$ cat src/rtl/ser_link_pkg.sv
// Package: shared frame geometry, format encoding and the slot decoder used
// by both the transmit and the receive side.
// Assumes a 64-bit-period frame split into two 32-bit-period halves, with
// left first, and one 16-bit field per channel in the packed word.
package ser_link_pkg;

    localparam int FIELD_W = 16;
    localparam int HALF_W  = 32;
    localparam int FRAME_W = 2 * HALF_W;
    localparam int POS_W   = $clog2(FRAME_W);
    localparam int IDX_W   = $clog2(FIELD_W);
    localparam int WORD_W  = 2 * FIELD_W;

    typedef enum logic {
        FMT_I2S  = 1'b0,
        FMT_MSBJ = 1'b1
    } fmt_e;

    typedef struct packed {
        logic             hit;     // position carries a sample bit
        logic             right;   // channel: 1 = right half-word
        logic [IDX_W-1:0] bit_idx; // bit inside the 16-bit field
    } slot_t;

    // Maps a frame position to the sample bit it carries under a format.
    function automatic slot_t decode_slot(input logic [POS_W-1:0] pos,
                                          input fmt_e fmt,
                                          input int sample_w);
        slot_t s;
        int    k;
        k = int'(pos[POS_W-2:0]);
        if (fmt == FMT_I2S) begin
            k = k - 1;
        end
        s.hit     = (k >= 0) && (k < sample_w);
        s.right   = pos[POS_W-1];
        s.bit_idx = s.hit ? IDX_W'(FIELD_W - 1 - k) : '0;
        return s;
    endfunction

    // Level of the channel-select line at a frame position.
    function automatic logic sync_level(input logic [POS_W-1:0] pos,
                                        input fmt_e fmt);
        return (fmt == FMT_I2S) ? pos[POS_W-1] : ~pos[POS_W-1];
    endfunction

endpackage

$ cat src/rtl/ser_link_frame.sv
// Frame position counter and per-frame format latch.
// Advances one position on every falling strobe. The reset value is the last
// position, so the first strobe opens a frame. The format is latched only at
// frame start. The *_n outputs are the values that take effect at this edge.
module ser_link_frame
    import ser_link_pkg::*;
(
    input  logic             clk,
    input  logic             rst_n,
    input  logic             bclk_fall,
    input  logic             fmt_sel,
    output logic [POS_W-1:0] pos_q,
    output logic [POS_W-1:0] pos_n,
    output logic             frame_start,
    output fmt_e             fmt_q,
    output fmt_e             fmt_n
);

    // Next-state view of the position and the format.
    always_comb begin
        frame_start = bclk_fall && (pos_q == '1);
        pos_n       = bclk_fall ? pos_q + 1'b1 : pos_q;
        fmt_n       = frame_start ? fmt_e'(fmt_sel) : fmt_q;
    end

    // Position and format registers.
    always_ff @(posedge clk) begin
        if (!rst_n) begin
            pos_q <= '1;
            fmt_q <= FMT_I2S;
        end else begin
            pos_q <= pos_n;
            fmt_q <= fmt_n;
        end
    end

    // a frame start always lands on position zero.
    p_frame_wrap_r2: assert property (@(posedge clk) disable iff (!rst_n)
        frame_start |=> (pos_q == '0));

endmodule

$ cat src/rtl/ser_link_tx.sv
// Transmit side: takes one word per frame, then drives data and select.
// Both outputs are registered and update only on falling strobes. They are
// computed from the next position and format, so the MSB-justified MSB
// leaves on the same strobe that moves the select line.
module ser_link_tx
    import ser_link_pkg::*;
#(
    parameter int SAMPLE_W = 16
) (
    input  logic              clk,
    input  logic              rst_n,
    input  logic              bclk_fall,
    input  logic              frame_start,
    input  logic [POS_W-1:0]  pos_n,
    input  fmt_e              fmt_n,
    input  logic [WORD_W-1:0] tx_data,
    input  logic              tx_valid,
    output logic              tx_ready,
    output logic              tx_underrun,
    output logic              ser_dout,
    output logic              ser_sync
);

    logic [WORD_W-1:0] word_q;
    logic [WORD_W-1:0] word_n;
    slot_t             slot;
    logic              bit_n;

    // Word selection and the bit for the position being entered.
    always_comb begin
        tx_ready = frame_start;
        if (frame_start) begin
            word_n = tx_valid ? tx_data : '0;
        end else begin
            word_n = word_q;
        end
        slot  = decode_slot(pos_n, fmt_n, SAMPLE_W);
        bit_n = slot.hit ? word_n[{slot.right, slot.bit_idx}] : 1'b0;
    end

    // Word, data and select registers.
    always_ff @(posedge clk) begin
        if (!rst_n) begin
            word_q   <= '0;
            ser_dout <= 1'b0;
            ser_sync <= 1'b1;
        end else if (bclk_fall) begin
            word_q   <= word_n;
            ser_dout <= bit_n;
            ser_sync <= sync_level(pos_n, fmt_n);
        end
    end

    // Underrun pulse register.
    always_ff @(posedge clk) begin
        if (!rst_n) begin
            tx_underrun <= 1'b0;
        end else begin
            tx_underrun <= frame_start && !tx_valid;
        end
    end

    // an underrun frame carries an all-zero word.
    p_underrun_zero_r8: assert property (@(posedge clk) disable iff (!rst_n)
        tx_underrun |-> (word_q == '0));

    // the data line moves only after a falling strobe.
    p_dout_on_fall_r6: assert property (@(posedge clk) disable iff (!rst_n)
        !$stable(ser_dout) |-> $past(bclk_fall));

    // the select line moves only after a falling strobe.
    p_sync_on_fall_r2: assert property (@(posedge clk) disable iff (!rst_n)
        !$stable(ser_sync) |-> $past(bclk_fall));

endmodule

$ cat src/rtl/ser_link_rx.sv
// Receive side: captures the data line on rising strobes at the positions the
// current frame's format assigns to sample bits, and builds the packed word.
// When the last right bit is captured, the word is presented for one cycle.
// If the consumer is not ready in that cycle, an overrun is flagged.
// Field bits below the sample width are never written, so they stay zero.
module ser_link_rx
    import ser_link_pkg::*;
#(
    parameter int SAMPLE_W = 16
) (
    input  logic              clk,
    input  logic              rst_n,
    input  logic              bclk_rise,
    input  logic              ser_din,
    input  logic [POS_W-1:0]  pos_q,
    input  fmt_e              fmt_q,
    input  logic              rx_ready,
    output logic [WORD_W-1:0] rx_data,
    output logic              rx_valid,
    output logic              rx_overrun
);

    localparam logic [IDX_W-1:0] LAST_IDX = IDX_W'(FIELD_W - SAMPLE_W);

    logic [WORD_W-1:0] acc_q;
    logic [WORD_W-1:0] acc_n;
    slot_t             slot;
    logic              cap;
    logic              done;

    // Bit capture into the accumulator, and detection of the final bit.
    always_comb begin
        slot  = decode_slot(pos_q, fmt_q, SAMPLE_W);
        cap   = bclk_rise && slot.hit;
        done  = cap && slot.right && (slot.bit_idx == LAST_IDX);
        acc_n = acc_q;
        if (cap) begin
            acc_n[{slot.right, slot.bit_idx}] = ser_din;
        end
    end

    // Accumulator, output word and handshake registers.
    always_ff @(posedge clk) begin
        if (!rst_n) begin
            acc_q      <= '0;
            rx_data    <= '0;
            rx_valid   <= 1'b0;
            rx_overrun <= 1'b0;
        end else begin
            acc_q      <= acc_n;
            rx_valid   <= done;
            rx_overrun <= rx_valid && !rx_ready;
            if (done) begin
                rx_data <= acc_n;
            end
        end
    end

    // a received word is offered for a single cycle.
    p_valid_pulse_r10: assert property (@(posedge clk) disable iff (!rst_n)
        rx_valid |=> !rx_valid);

    // an overrun never coincides with a fresh word.
    p_overrun_gap_r11: assert property (@(posedge clk) disable iff (!rst_n)
        rx_overrun |-> !rx_valid);

endmodule

$ cat src/rtl/stereo_ser_link.sv
// Top of the stereo serial audio framer. It connects the frame counter and the
// transmit and receive sides. Assumes that the bit-clock strobes come from an
// external divider, that they are one cycle wide, and that rising and falling
// strobes alternate without ever sharing a cycle.
module stereo_ser_link
    import ser_link_pkg::*;
#(
    parameter int SAMPLE_W = 16
) (
    input  logic        clk,
    input  logic        rst_n,
    input  logic        bclk_rise,
    input  logic        bclk_fall,
    input  logic        fmt_sel,
    input  logic [31:0] tx_data,
    input  logic        tx_valid,
    output logic        tx_ready,
    output logic        tx_underrun,
    output logic        ser_sync,
    output logic        ser_dout,
    input  logic        ser_din,
    output logic [31:0] rx_data,
    output logic        rx_valid,
    input  logic        rx_ready,
    output logic        rx_overrun
);

    logic [POS_W-1:0] pos_q;
    logic [POS_W-1:0] pos_n;
    logic             frame_start;
    fmt_e             fmt_q;
    fmt_e             fmt_n;

    ser_link_frame i_frame (
        .clk         (clk),
        .rst_n       (rst_n),
        .bclk_fall   (bclk_fall),
        .fmt_sel     (fmt_sel),
        .pos_q       (pos_q),
        .pos_n       (pos_n),
        .frame_start (frame_start),
        .fmt_q       (fmt_q),
        .fmt_n       (fmt_n)
    );

    ser_link_tx #(.SAMPLE_W(SAMPLE_W)) i_tx (
        .clk         (clk),
        .rst_n       (rst_n),
        .bclk_fall   (bclk_fall),
        .frame_start (frame_start),
        .pos_n       (pos_n),
        .fmt_n       (fmt_n),
        .tx_data     (tx_data),
        .tx_valid    (tx_valid),
        .tx_ready    (tx_ready),
        .tx_underrun (tx_underrun),
        .ser_dout    (ser_dout),
        .ser_sync    (ser_sync)
    );

    ser_link_rx #(.SAMPLE_W(SAMPLE_W)) i_rx (
        .clk        (clk),
        .rst_n      (rst_n),
        .bclk_rise  (bclk_rise),
        .ser_din    (ser_din),
        .pos_q      (pos_q),
        .fmt_q      (fmt_q),
        .rx_ready   (rx_ready),
        .rx_data    (rx_data),
        .rx_valid   (rx_valid),
        .rx_overrun (rx_overrun)
    );

    // the two strobes are exclusive (input assumption).
    p_strobe_excl_r2: assert property (@(posedge clk) disable iff (!rst_n)
        !(bclk_rise && bclk_fall));

    // the select line toggles only at a half boundary.
    p_sync_edge_r2: assert property (@(posedge clk) disable iff (!rst_n)
        !$stable(ser_sync) |-> ((pos_q == POS_W'(0)) || (pos_q == POS_W'(HALF_W))));

endmodule

$ cat config.mk
export PLATFORM = sky130hd
export DESIGN_NAME = stereo_ser_link
export DESIGN_NICKNAME = d
export VERILOG_FILES = /design/src/rtl/ser_link_pkg.sv /design/src/rtl/ser_link_frame.sv /design/src/rtl/ser_link_tx.sv /design/src/rtl/ser_link_rx.sv /design/src/rtl/stereo_ser_link.sv
export SDC_FILE = /design/constraint.sdc
export NUM_CORES = 1
export LEC_CHECK = 0
export BUFFER_PORTS_ARGS = -buffer_cell sky130_fd_sc_hd__buf_4
export CORE_ASPECT_RATIO = 1.5
export CORE_MARGIN = 3
export CORE_UTILIZATION = 60
export DETAILED_ROUTE_END_ITERATION = 16
export PLACE_DENSITY = 0.84
export SLEW_MARGIN = 40
export SYNTH_ARGS = -nofsm -noshare
export SYNTH_HDL_FRONTEND = slang
export SYNTH_SLANG_ARGS = --single-unit
$ cat constraint.sdc
create_clock -name clk -period 8.4 [get_ports clk]
set_input_delay 0 -clock clk [delete_from_list [all_inputs] [get_ports clk]]
set_output_delay 0 -clock clk [all_outputs]
set_load 0.03 [all_outputs]
# After elaboration in Yosys (flattened, before gate mapping)
# Cells that the tools add are included.
[word_totals] ff_bits=108 in_bits=40 out_inout_bits=38 wordCells=52
[classes] add_sub_neg=5 n_lt_le_gt_ge=7 n_eq_ne=1 mux=16 bitwise_logic=1 reduce_logical=12
[ops] op="$mux 32" n=5
[ops] op="$ge 32x1->1 const B" n=2
[ops] op="$lt 32x6->1 const B" n=2
[ops] op="$bwmux 32" n=1
[ops] op="$lt 5x6->1 const B" n=2
[ops] op="$sub 5x1->6 const B" n=2
[ops] op="$logic_and 1x1->1" n=9
[ops] op="$mux 4" n=2
[ops] op="$sub 1x4->4 const A" n=2
[ops] op="$add 6x1->6 const B" n=1
[ops] op="$eq 6x6->1 const B" n=1
[ops] op="$mux 6" n=1
[ops] op="$bmux 1 s5" n=1
[ops] op="$demux 1 s5" n=1
[ops] op="$ge 5x1->1 const B" n=1
[ops] op="$mux 1" n=5
[ops] op="$logic_not 4->1" n=1
[ops] op="$logic_not 1->1" n=2
[ops] op="$not 1->1" n=1

# Logic depth before layout (Yosys ltp)
# Gate-level depths: netlist (run 1).
[logic_depth] ltp_word=11 mapped_depth=12 ltp_nobuf=11

# Cells and area by module
# A second synthesis (run 1) with hierarchy kept.
[unflattened] hier_cells=660 area_unflattened_um2=5337.6
[by_module_without_submodules] module="ser_link_rx" n_inst=1 cells_each=337 area_each_um2=2819.0 seq_area_each_um2=1301.2
[by_module_without_submodules] module="ser_link_tx" n_inst=1 cells_each=290 area_each_um2=2188.3 seq_area_each_um2=700.7
[by_module_without_submodules] module="ser_link_frame" n_inst=1 cells_each=33 area_each_um2=330.3 seq_area_each_um2=140.1

# Worst setup path after synthesis (run 1)
# OpenSTA, ideal clock, no wires.
[synth_path] path_type="flip-flop to flip-flop" from="register i_frame.pos_q[0]" to="register i_tx.ser_dout" setup_ns=0.122 t_arrival_ns=2.872 required_time_ns=8.278 path_slack_ns=5.406 stages_incl_launch_ff=13 path_buffers=1 period_less_slack_ns=2.994 cell_sequence="dfxtp_1 buf_6 inv_1 ha_1 mux2i_1 ha_1 nand3_1 o41ai_4 a21boi_4 a31oi_1 a221oi_1 o32ai_1 o311a_1"
[synth_between] elab_chain_cells=10 word_cells_on_any_way=16 classes_between="3 x add/sub; 2 x order compare; 1 x eq/ne; 8 x mux; 2 x reduce/logical"
[synth_lines] item="from (decl)" line_no="ser_link_frame.sv:12" source="output logic [POS_W-1:0] pos_q,"
[synth_lines] item="from (signal assigned)" line_no="ser_link_frame.sv:32" source="pos_q <= pos_n;"
[synth_lines] item="$add 6x1->6 / $eq 6x6->1 (equally long branches)" line_no="ser_link_frame.sv:22, ser_link_frame.sv:21"
[synth_lines] item="$mux 6 / $logic_and 1x1->1 (equally long branches)" line_no="ser_link_frame.sv:22, ser_link_frame.sv:21"
[synth_lines] item="$sub 5x1->6 / $mux 1 (equally long branches)" line_no="ser_link_pkg.sv:33, ser_link_frame.sv:23"
[synth_lines] item="$mux 32" line_no="ser_link_pkg.sv:32" source="if (fmt == FMT_I2S) begin"
[synth_lines] item="$ge 32x1->1 / $lt 32x6->1 (equally long branches)" line_no="ser_link_pkg.sv:35" source="s.hit = (k >= 0) && (k < sample_w);"
[synth_lines] item="$logic_and 1x1->1" line_no="ser_link_pkg.sv:35"
[synth_lines] item="$mux 4" line_no="ser_link_pkg.sv:37" source="s.bit_idx = s.hit ? IDX_W'(FIELD_W - 1 - k) : '0;"
[synth_lines] item="$bmux 1 s5" line_no="ser_link_tx.sv:38" source="bit_n = slot.hit ? word_n[{slot.right, slot.bit_idx}] : 1'b0;"
[synth_lines] item="$mux 1 (implied by the code)" line_no="ser_link_tx.sv:38"
[synth_lines] item="$mux 1 (*)" line_no="ser_link_tx.sv:38"
[synth_lines] item="to (signal assigned)" line_no="ser_link_tx.sv:49" source="ser_dout <= bit_n;"
[synth_lines] item="to (decl)" line_no="ser_link_tx.sv:20" source="output logic ser_dout,"
# Mark *: on every way between the ends. The rest lies on a longest branch, timed or not. The select of a mux whose other input is x is not followed.
# A chain may end at the register's enable or synchronous reset.

# Final worst setup path (run 1)
# Same ends and word-level chain as after synthesis.

==> run summary, run 1 <==
Footprint of the multi-input gates = 2730 um2
Max clock buf depth = 2
Clock Latency Late Sink = 0.35 ns
Fmax achieved = 258 MHz
Mean cell area of the mapped netlist = 8.28 um2
Final worst slack = 4.52 ns
Port Buffers = 77
Synth Cell Area = 5090 um2
Remaining antenna violation count = 0
Post-Route Skew = 0.00761 ns
Slowest stage cell, crit path = a2111oi_0
Post-synth ARST share = 0%
Cell depth of the worst flop-to-flop path = 11
Final cycle utilization of the critical path = 46.2%
Worst Setup Slack post-DPL = 4.85 ns
Final setup fails = 0
Hold WC Path Type = in2reg
Sequential-to-total area share from yosys stat = 42.1%
Antenna diode instance count = 0
Floorplan row count = 40
Reg2Reg Launch Point = i_frame.pos_q[0]
Critical Path Sink = i_tx.ser_dout
Initial DRT Pass Iterations = 5
Count of synthesis-stage warnings from yosys = 0
Area growth from synthesis to layout = 19.6%
Top-Level Pins = 78
Initial Util = 62.4%
Height of the die = 119 um
Clock tree from TritonCTS = built
Longest individual stage delay on the worst path = 0.76 ns
Number of synthesized flops with an enable pin = 0
Via count = 4772
Worst slew slack as a fraction of its limit = 43.3%
Actual slew at the worst max-slew pin = 0.829 ns
Clock-pin slew of the registers on the worst-case setup and hold paths = 0.08 ns
Vias in the first global route = 4596
Worst R2R End = i_tx.ser_dout
Average wire length per cell after detail routing = 17.3 um
Most common cell after layout, fill and taps aside = nor2_1
Largest vdd supply drop = 0.184 mV
Post-detailed-route DRC marker count = 0
Shortest period the worst path allows = 3.88 ns
Die outline width = 81.2 um
Final Net Count = 722
Weighted congestion reported at the end of routability-driven placement = 1.04
Placed wire-length estimate after detailed placement = 9.42 mm
Leading register cell type out of synthesis = dfxtp_1
Result of the run = finished clean
Required time reported for the critical path endpoint = 8.69 ns
Type of element capturing the critical path = flip-flop
# clock sinks = 107
H-tree lvl count = 3
Number of max-slew violations in the final report = 0
Number of failing hold endpoints at the final stage = 0
Number of cells produced by synthesis = 615
PostCTS Resize Cnt = 0
Cell area power density = 214 nW/um2
Nature of the critical path startpoint = flip-flop
Reported leakage power = 2.50 nW
Critical path start-end classification = reg2reg
Non-Filler Cell Area, Final = 6090 um2
Global routing usage summed across all routing layers = 29.1%
Die area = 9650 um2
Flops & latches, synth = 107
Via density per instance = 6.05
Sum of negative setup slack = 0 ns
Cell area after placement = 5660 um2
Core footprint = 8160 um2
Max FO, Critical Path = 36
Number of clock buffers inserted by TritonCTS = 9
Post-synthesis net count = 658
Max-capacitance violation count = 0
Highest-count cells in the layout ignoring fill and taps = nor2_1, dfxtp_1, buf_4
Master cell of the clock root buffer = clkbuf_16
FF+latch area = 2140 um2
Pin count of the biggest net entering global routing = 61
Share of the core filled with cells = 74.6%
First element of the critical path = i_frame.pos_q[0]
Unique masters post-synth = 62
Crit path arrival time = 4.17 ns
Slack of the worst reg-to-reg path = 4.52 ns
Setup repair after global routing missed its margin = false
Antenna violations before repair = 0
Layout filler cell count = 622
Total detailed-routing wirelength = 13.6 mm
GRT Residual Overflow = 0
Global-route wire length before repair = 22.0 mm
Share of final-layout standard cells stronger than drive strength 1 = 16.2%
Cell chain of the critical path = ha_1, and4_1, nand2_1, buf_4, inv_1, and3_1, a21oi_1, a2111oi_0, nor4_1, nor3_1, o311a_1
Initial detailed-routing violation count = 487
layout make-up:
type	count	area share [%]
clock inverters	6	1.01
well taps	105	2.16
flip-flops and latches	107	35.2
clock buffers	10	3.93
multi-input cells	459	44.9
repair buffers	94	12.4
inverters	8	0.493
worst min-delay path by stage:
stage / depth (start not counted) / end / slack [ns] / start
2_1_floorplan: 1 / i_rx.rx_overrun / 0.08 / rx_ready
3_3_place_gp: 2 / i_rx.rx_overrun / 0.18 / rx_ready
3_5_place_dp: 2 / i_rx.rx_overrun / 0.18 / rx_ready
4_1_cts: 3 / i_tx.ser_sync / 0.009 / bclk_fall
5_1_grt: 3 / i_tx.ser_sync / 0.03 / bclk_fall
6_report: 3 / i_tx.ser_sync / 0.009 / bclk_fall
report_power, final:
group | leakage (nW) | internal, mW | switching, mW
logic | 1.49 | 0.121 | 0.215
clock network | 0.144 | 0.215 | 0.201
registers | 0.865 | 0.526 | 0.0228
state kept, by name, indices dropped and copies added, names as in the netlist:
name / flops
i_rx.rx_data: 32
i_tx.word_q: 32
i_rx.acc_q: 31
i_frame.pos_q: 6
i_frame.fmt_q: 1
i_rx.rx_overrun: 1
i_rx.rx_valid: 1
i_tx.ser_dout: 1
i_tx.ser_sync: 1
i_tx.tx_underrun: 1
Yosys cell counts (2+ instances only):
cell	n	area share, %
nor3_1	5	0.49
o21ai_0	19	1.9
ha_1	3	0.74
a21oi_1	35	3.4
o31ai_1	3	0.44
a221oi_1	4	0.69
o2111ai_1	3	0.52
nand2_1	75	5.5
o2bb2ai_1	2	0.34
xnor2_1	8	1.4
a211oi_1	37	5.5
nand4_1	2	0.25
a2111oi_0	2	0.34
a31oi_1	6	0.74
nor2_1	110	8.1
mux2i_1	35	6.9
clkbuf_1	27	2.0
and3_1	22	2.7
o21ai_1	3	0.29
dfxtp_1	107	42
and2_1	8	0.98
and4_1	3	0.52
nand3_1	21	2.1
or4_1	2	0.29
inv_1	8	0.59
o211ai_1	3	0.44
xor2_1	3	0.52
nor4_1	9	1.1
nand2b_1	3	0.37
buf_2	11	1.1
buf_6	2	0.44
o221ai_1	4	0.69
worst max-delay path: cells and delay by family, from the launching register on:
kind	cells	cell delay, ns
adder cells (fa/ha/maj)	1	0.32
AND/OR/NAND/NOR	5	1.02
buffers and inverters	2	0.85
flip-flops	1	0.59
AO/OA/AOI/OAI	3	1.01
per-layer routing:
metal / GRT usage (%) / wire length, um / vias up
li1: - / - / 2312
met1: 32.3 / 5100 / 2211
met2: 49.9 / 7060 / 193
met3: 4.95 / 728 / 56
met4: 18.1 / 754 / 0
met5: 0 / 0 / -
kinds of logic (layout without fill, tap and decap cells):
group,count (synthesis),after routing,synth area share [%]
XOR/XNOR,13,13,2.66
buffers and inverters,49,118,4.25
flip-flops,107,107,42.1
AO/OA/AOI/OAI,140,140,19.5
AND/OR/NAND/NOR,268,268,23.9
multiplexers,35,35,6.88
adder cells (fa/ha/maj),3,3,0.738
what timing repair did:
item | in CTS | in global routing
endpoints found under the hold margin | 20 | 0
buffers inserted | 0 | 0
hold buffers | 13 | 0
through the flow:
stage	hold WS, ns	power [mW]	instances
6_report	0.00941	1.30	789
3_3_place_gp	0.185	0.869	758
5_1_grt	0.0350	1.35	789
4_1_cts	0.00882	1.29	789
3_5_place_dp	0.181	0.879	760
2_1_floorplan	0.0761	0.795	615
Power figures use the tool's default switching activity.
==> inputs of run 2 (changes only) <==
--- a/config.mk
+++ b/config.mk
@@ -8,9 +8,9 @@
 export BUFFER_PORTS_ARGS = -buffer_cell sky130_fd_sc_hd__buf_4
 export CORE_ASPECT_RATIO = 1.5
 export CORE_MARGIN = 3
-export CORE_UTILIZATION = 60
+export CORE_UTILIZATION = 57
 export DETAILED_ROUTE_END_ITERATION = 16
-export PLACE_DENSITY = 0.84
+export PLACE_DENSITY = 0.8
 export SLEW_MARGIN = 40
 export SYNTH_ARGS = -nofsm -noshare
 export SYNTH_HDL_FRONTEND = slang
==> constraint.sdc (replaced) <==
create_clock -name clk -period 3.95 [get_ports clk]
set_input_delay 0 -clock clk [delete_from_list [all_inputs] [get_ports clk]]
set_output_delay 0 -clock clk [all_outputs]
set_load 0.03 [all_outputs]
==> run 2 against run 1 <==
Wire length is 9.4% higher. Non-clock buffer count grew 9. Register-to-register slack got worse by 4.1 ns. Via count up 0.92%. Critical path depth did not move. Setup slack got worse by 4.1 ns. Fmax increased by 9.3%. Sequential cell count did not move. Critical endpoint unchanged.
==> run summary, run 2 (synthesized netlist as in run 1, its figures left out) <==
Result of the run = finished clean
Slack of the worst reg-to-reg path = 0.40 ns (-4.12 ns)
Worst hold path endpoint = i_tx.word_q[4]
Largest registers ranked by flip-flop count = i_rx.rx_data x32, i_tx.word_q x32, i_rx.acc_q x31
Worst R2R End = i_tx.ser_dout
# clock sinks = 107 (unchanged)
Floorplan row count = 41 (+2.5%)
Max-capacitance violation count = 0 (unchanged)
Initial detailed-routing violation count = 312 (-36%)
Clock tree from TritonCTS = built
Slowest stage cell, crit path = dfxtp_1
Max clock buf depth = 2 (unchanged)
Longest individual stage delay on the worst path = 0.61 ns (-0.15 ns)
Post-CTS Setup Repair Bufs = 0 (unchanged)
Final setup fails = 0 (unchanged)
Cell area after placement = 5730 um2 (+1.2%)
Area growth from synthesis to layout = 21.1%
Top-Level Pins = 78 (unchanged)
Type of element capturing the critical path = flip-flop
Crit path arrival time = 3.79 ns (-0.38 ns)
Most common cell after layout, fill and taps aside = nor2_1
CP Buf/Inv Count = 1 (-1)
Cell area power density = 460 nW/um2 (+120%)
Cell depth of the worst flop-to-flop path = 11 (unchanged)
Initial Util = 59.4% (-3.0 points)
Post-Route Skew = 0.0111 ns (+0.00351 ns)
Number of clock buffers inserted by TritonCTS = 9 (unchanged)
Fin cells = 800 (+1.4%)
Hold WC Path Type = in2reg
Nature of the critical path startpoint = flip-flop
Vias in the first global route = 4618 (+0.48%)
Antenna diode instance count = 0 (unchanged)
Clock Latency Late Sink = 0.35 ns (about the same)
Share of final-layout standard cells stronger than drive strength 1 = 17.5% (+1.2 points)
Number of failing hold endpoints at the final stage = 0 (unchanged)
Core footprint = 8570 um2 (+5.0%)
Height of the die = 122 um (+2.5%)
Design Power = 2.84 mW (+120%)
Sum of negative setup slack = 0 ns (unchanged)
Via count = 4816 (+0.92%)
Cell count after placement = 771 (+1.4%)
Actual slew at the worst max-slew pin = 0.817 ns (-0.0113 ns)
Critical path start-end classification = reg2reg
Pin count of the biggest net entering global routing = 55 (-9.8%)
Worst slew slack as a fraction of its limit = 45.3% (+1.9 points)
Setup repair after global routing missed its margin = false
Master cell of the clock root buffer = clkbuf_16
Die outline width = 83.2 um (+2.4%)
Post-detailed-route DRC marker count = 0 (unchanged)
Non-Filler Cell Area, Final = 6170 um2 (+1.3%)
Shortest period the worst path allows = 3.55 ns (-0.330 ns)
GRT Residual Overflow = 0 (unchanged)
Critical path's top delay family = compound AO/OA/AOI/OAI gates
Global routing usage summed across all routing layers = 29.3% (+0.19 points)
Port Buffers = 77 (unchanged)
Cell depth of the worst min-delay path = 4 (+1)
Highest-count cells in the layout ignoring fill and taps = nor2_1, dfxtp_1, buf_4
Antenna violations before repair = 0 (unchanged)
Remaining antenna violation count = 0 (unchanged)
Placed wire-length estimate after detailed placement = 10.7 mm (+14%)
Required time reported for the critical path endpoint = 4.19 ns (-4.50 ns)
H-tree lvl count = 3 (unchanged)
Largest vdd supply drop = 0.360 mV (+96%)
Fmax achieved = 282 MHz (+9.3%)
Clock-pin slew of the registers on the worst-case setup and hold paths = 0.08 ns (about the same)
Weighted congestion reported at the end of routability-driven placement = 0.882 (-15%)
Average wire length per cell after detail routing = 18.6 um (+7.9%)
Final cycle utilization of the critical path = 89.9% (+44 points)
Reg2Reg Launch Point = i_frame.pos_q[0]
Hold_sp = tx_data[4]
Die area = 10100 um2 (+4.9%)
Most used cell, CP = ha_1
Global-route wire length before repair = 23.6 mm (+7.3%)
Reported leakage power = 2.54 nW (+1.6%)
Share of the core filled with cells = 72.0% (-2.7 points)
Via density per instance = 6.02 (-0.47%)
Number of max-slew violations in the final report = 0 (unchanged)
Total detailed-routing wirelength = 14.9 mm (+9.4%)
Initial DRT Pass Iterations = 5 (unchanged)
Cell chain of the critical path = inv_1, ha_1, mux2i_1, ha_1, nand3_1, o41ai_4, a21boi_4, a31oi_1, a221oi_1, o32ai_1, o311a_1
Max FO, Critical Path = 13 (-64%)
Layout filler cell count = 655 (+5.3%)
Final Net Count = 731 (+1.2%)
==> run 2: area by class of cell <==
type	count	area, um2	share of cell area [%]
tap	107	134	2.17
clock inverter	7	78.8	1.28
clock buffer	9	225	3.65
inverter	8	30.0	0.487
multi-input combinational	459	2740	44.4
sequential	107	2140	34.7
timing repair buffer	103	818	13.3
==> run 2: worst max path at each step <==
stage	from	to	slack (ns)	depth (start not counted)
final	i_frame.pos_q[0]	i_tx.ser_dout	0.40	11
after global routing	i_frame.pos_q[0]	i_tx.ser_dout	0.10	11
after CTS	i_frame.pos_q[0]	i_tx.ser_dout	0.43	11
after detailed placement	i_frame.pos_q[0]	i_tx.ser_dout	0.45	11
after global placement	i_frame.pos_q[0]	i_tx.ser_dout	0.52	11
after floorplan	i_frame.pos_q[0]	i_tx.ser_dout	0.96	12
==> run 2: routing by layer <==
metal	share of wire [%]	vias to the layer above	global-route usage [%]	wire length [um]
li1	-	2335	-	-
met4	3.5	0	12.1	528
met1	39	2276	32.7	5830
met3	4.0	36	3.45	594
met5	0	-	0	0
met2	53	169	55.8	7970
==> run 2: report_power, final <==
part	total, mW	internal [mW]	switching (mW)
clock network	0.913	0.454	0.460
registers	1.16	1.12	0.0435
logic	0.764	0.280	0.484
total	2.84	1.85	0.987
==> run 2: worst reg2reg max path, delay by kind of cell, from the launching register on <==
kind            cells  cell delay (ns)
mux                 1             0.29
fa+ha+maj           2             0.62
simple gates        1             0.15
buf+inv             1             0.15
compound gates      6             1.63
flops               1             0.61
==> run 2: per-stage QoR <==
stage                     setup slack (ns)  hold WS [ns]
after CTS                            0.433        0.0121
final                                0.399       0.00941
after floorplan                      0.956        0.0761
after global placement               0.521         0.166
after global routing                 0.102        0.0354
after detailed placement             0.454         0.180
==> run 2: timing repair <==
item                                   in CTS  in global routing
gates resized for setup                     0                  0
endpoints found under the hold margin      20                  0
hold buffers                               13                  0
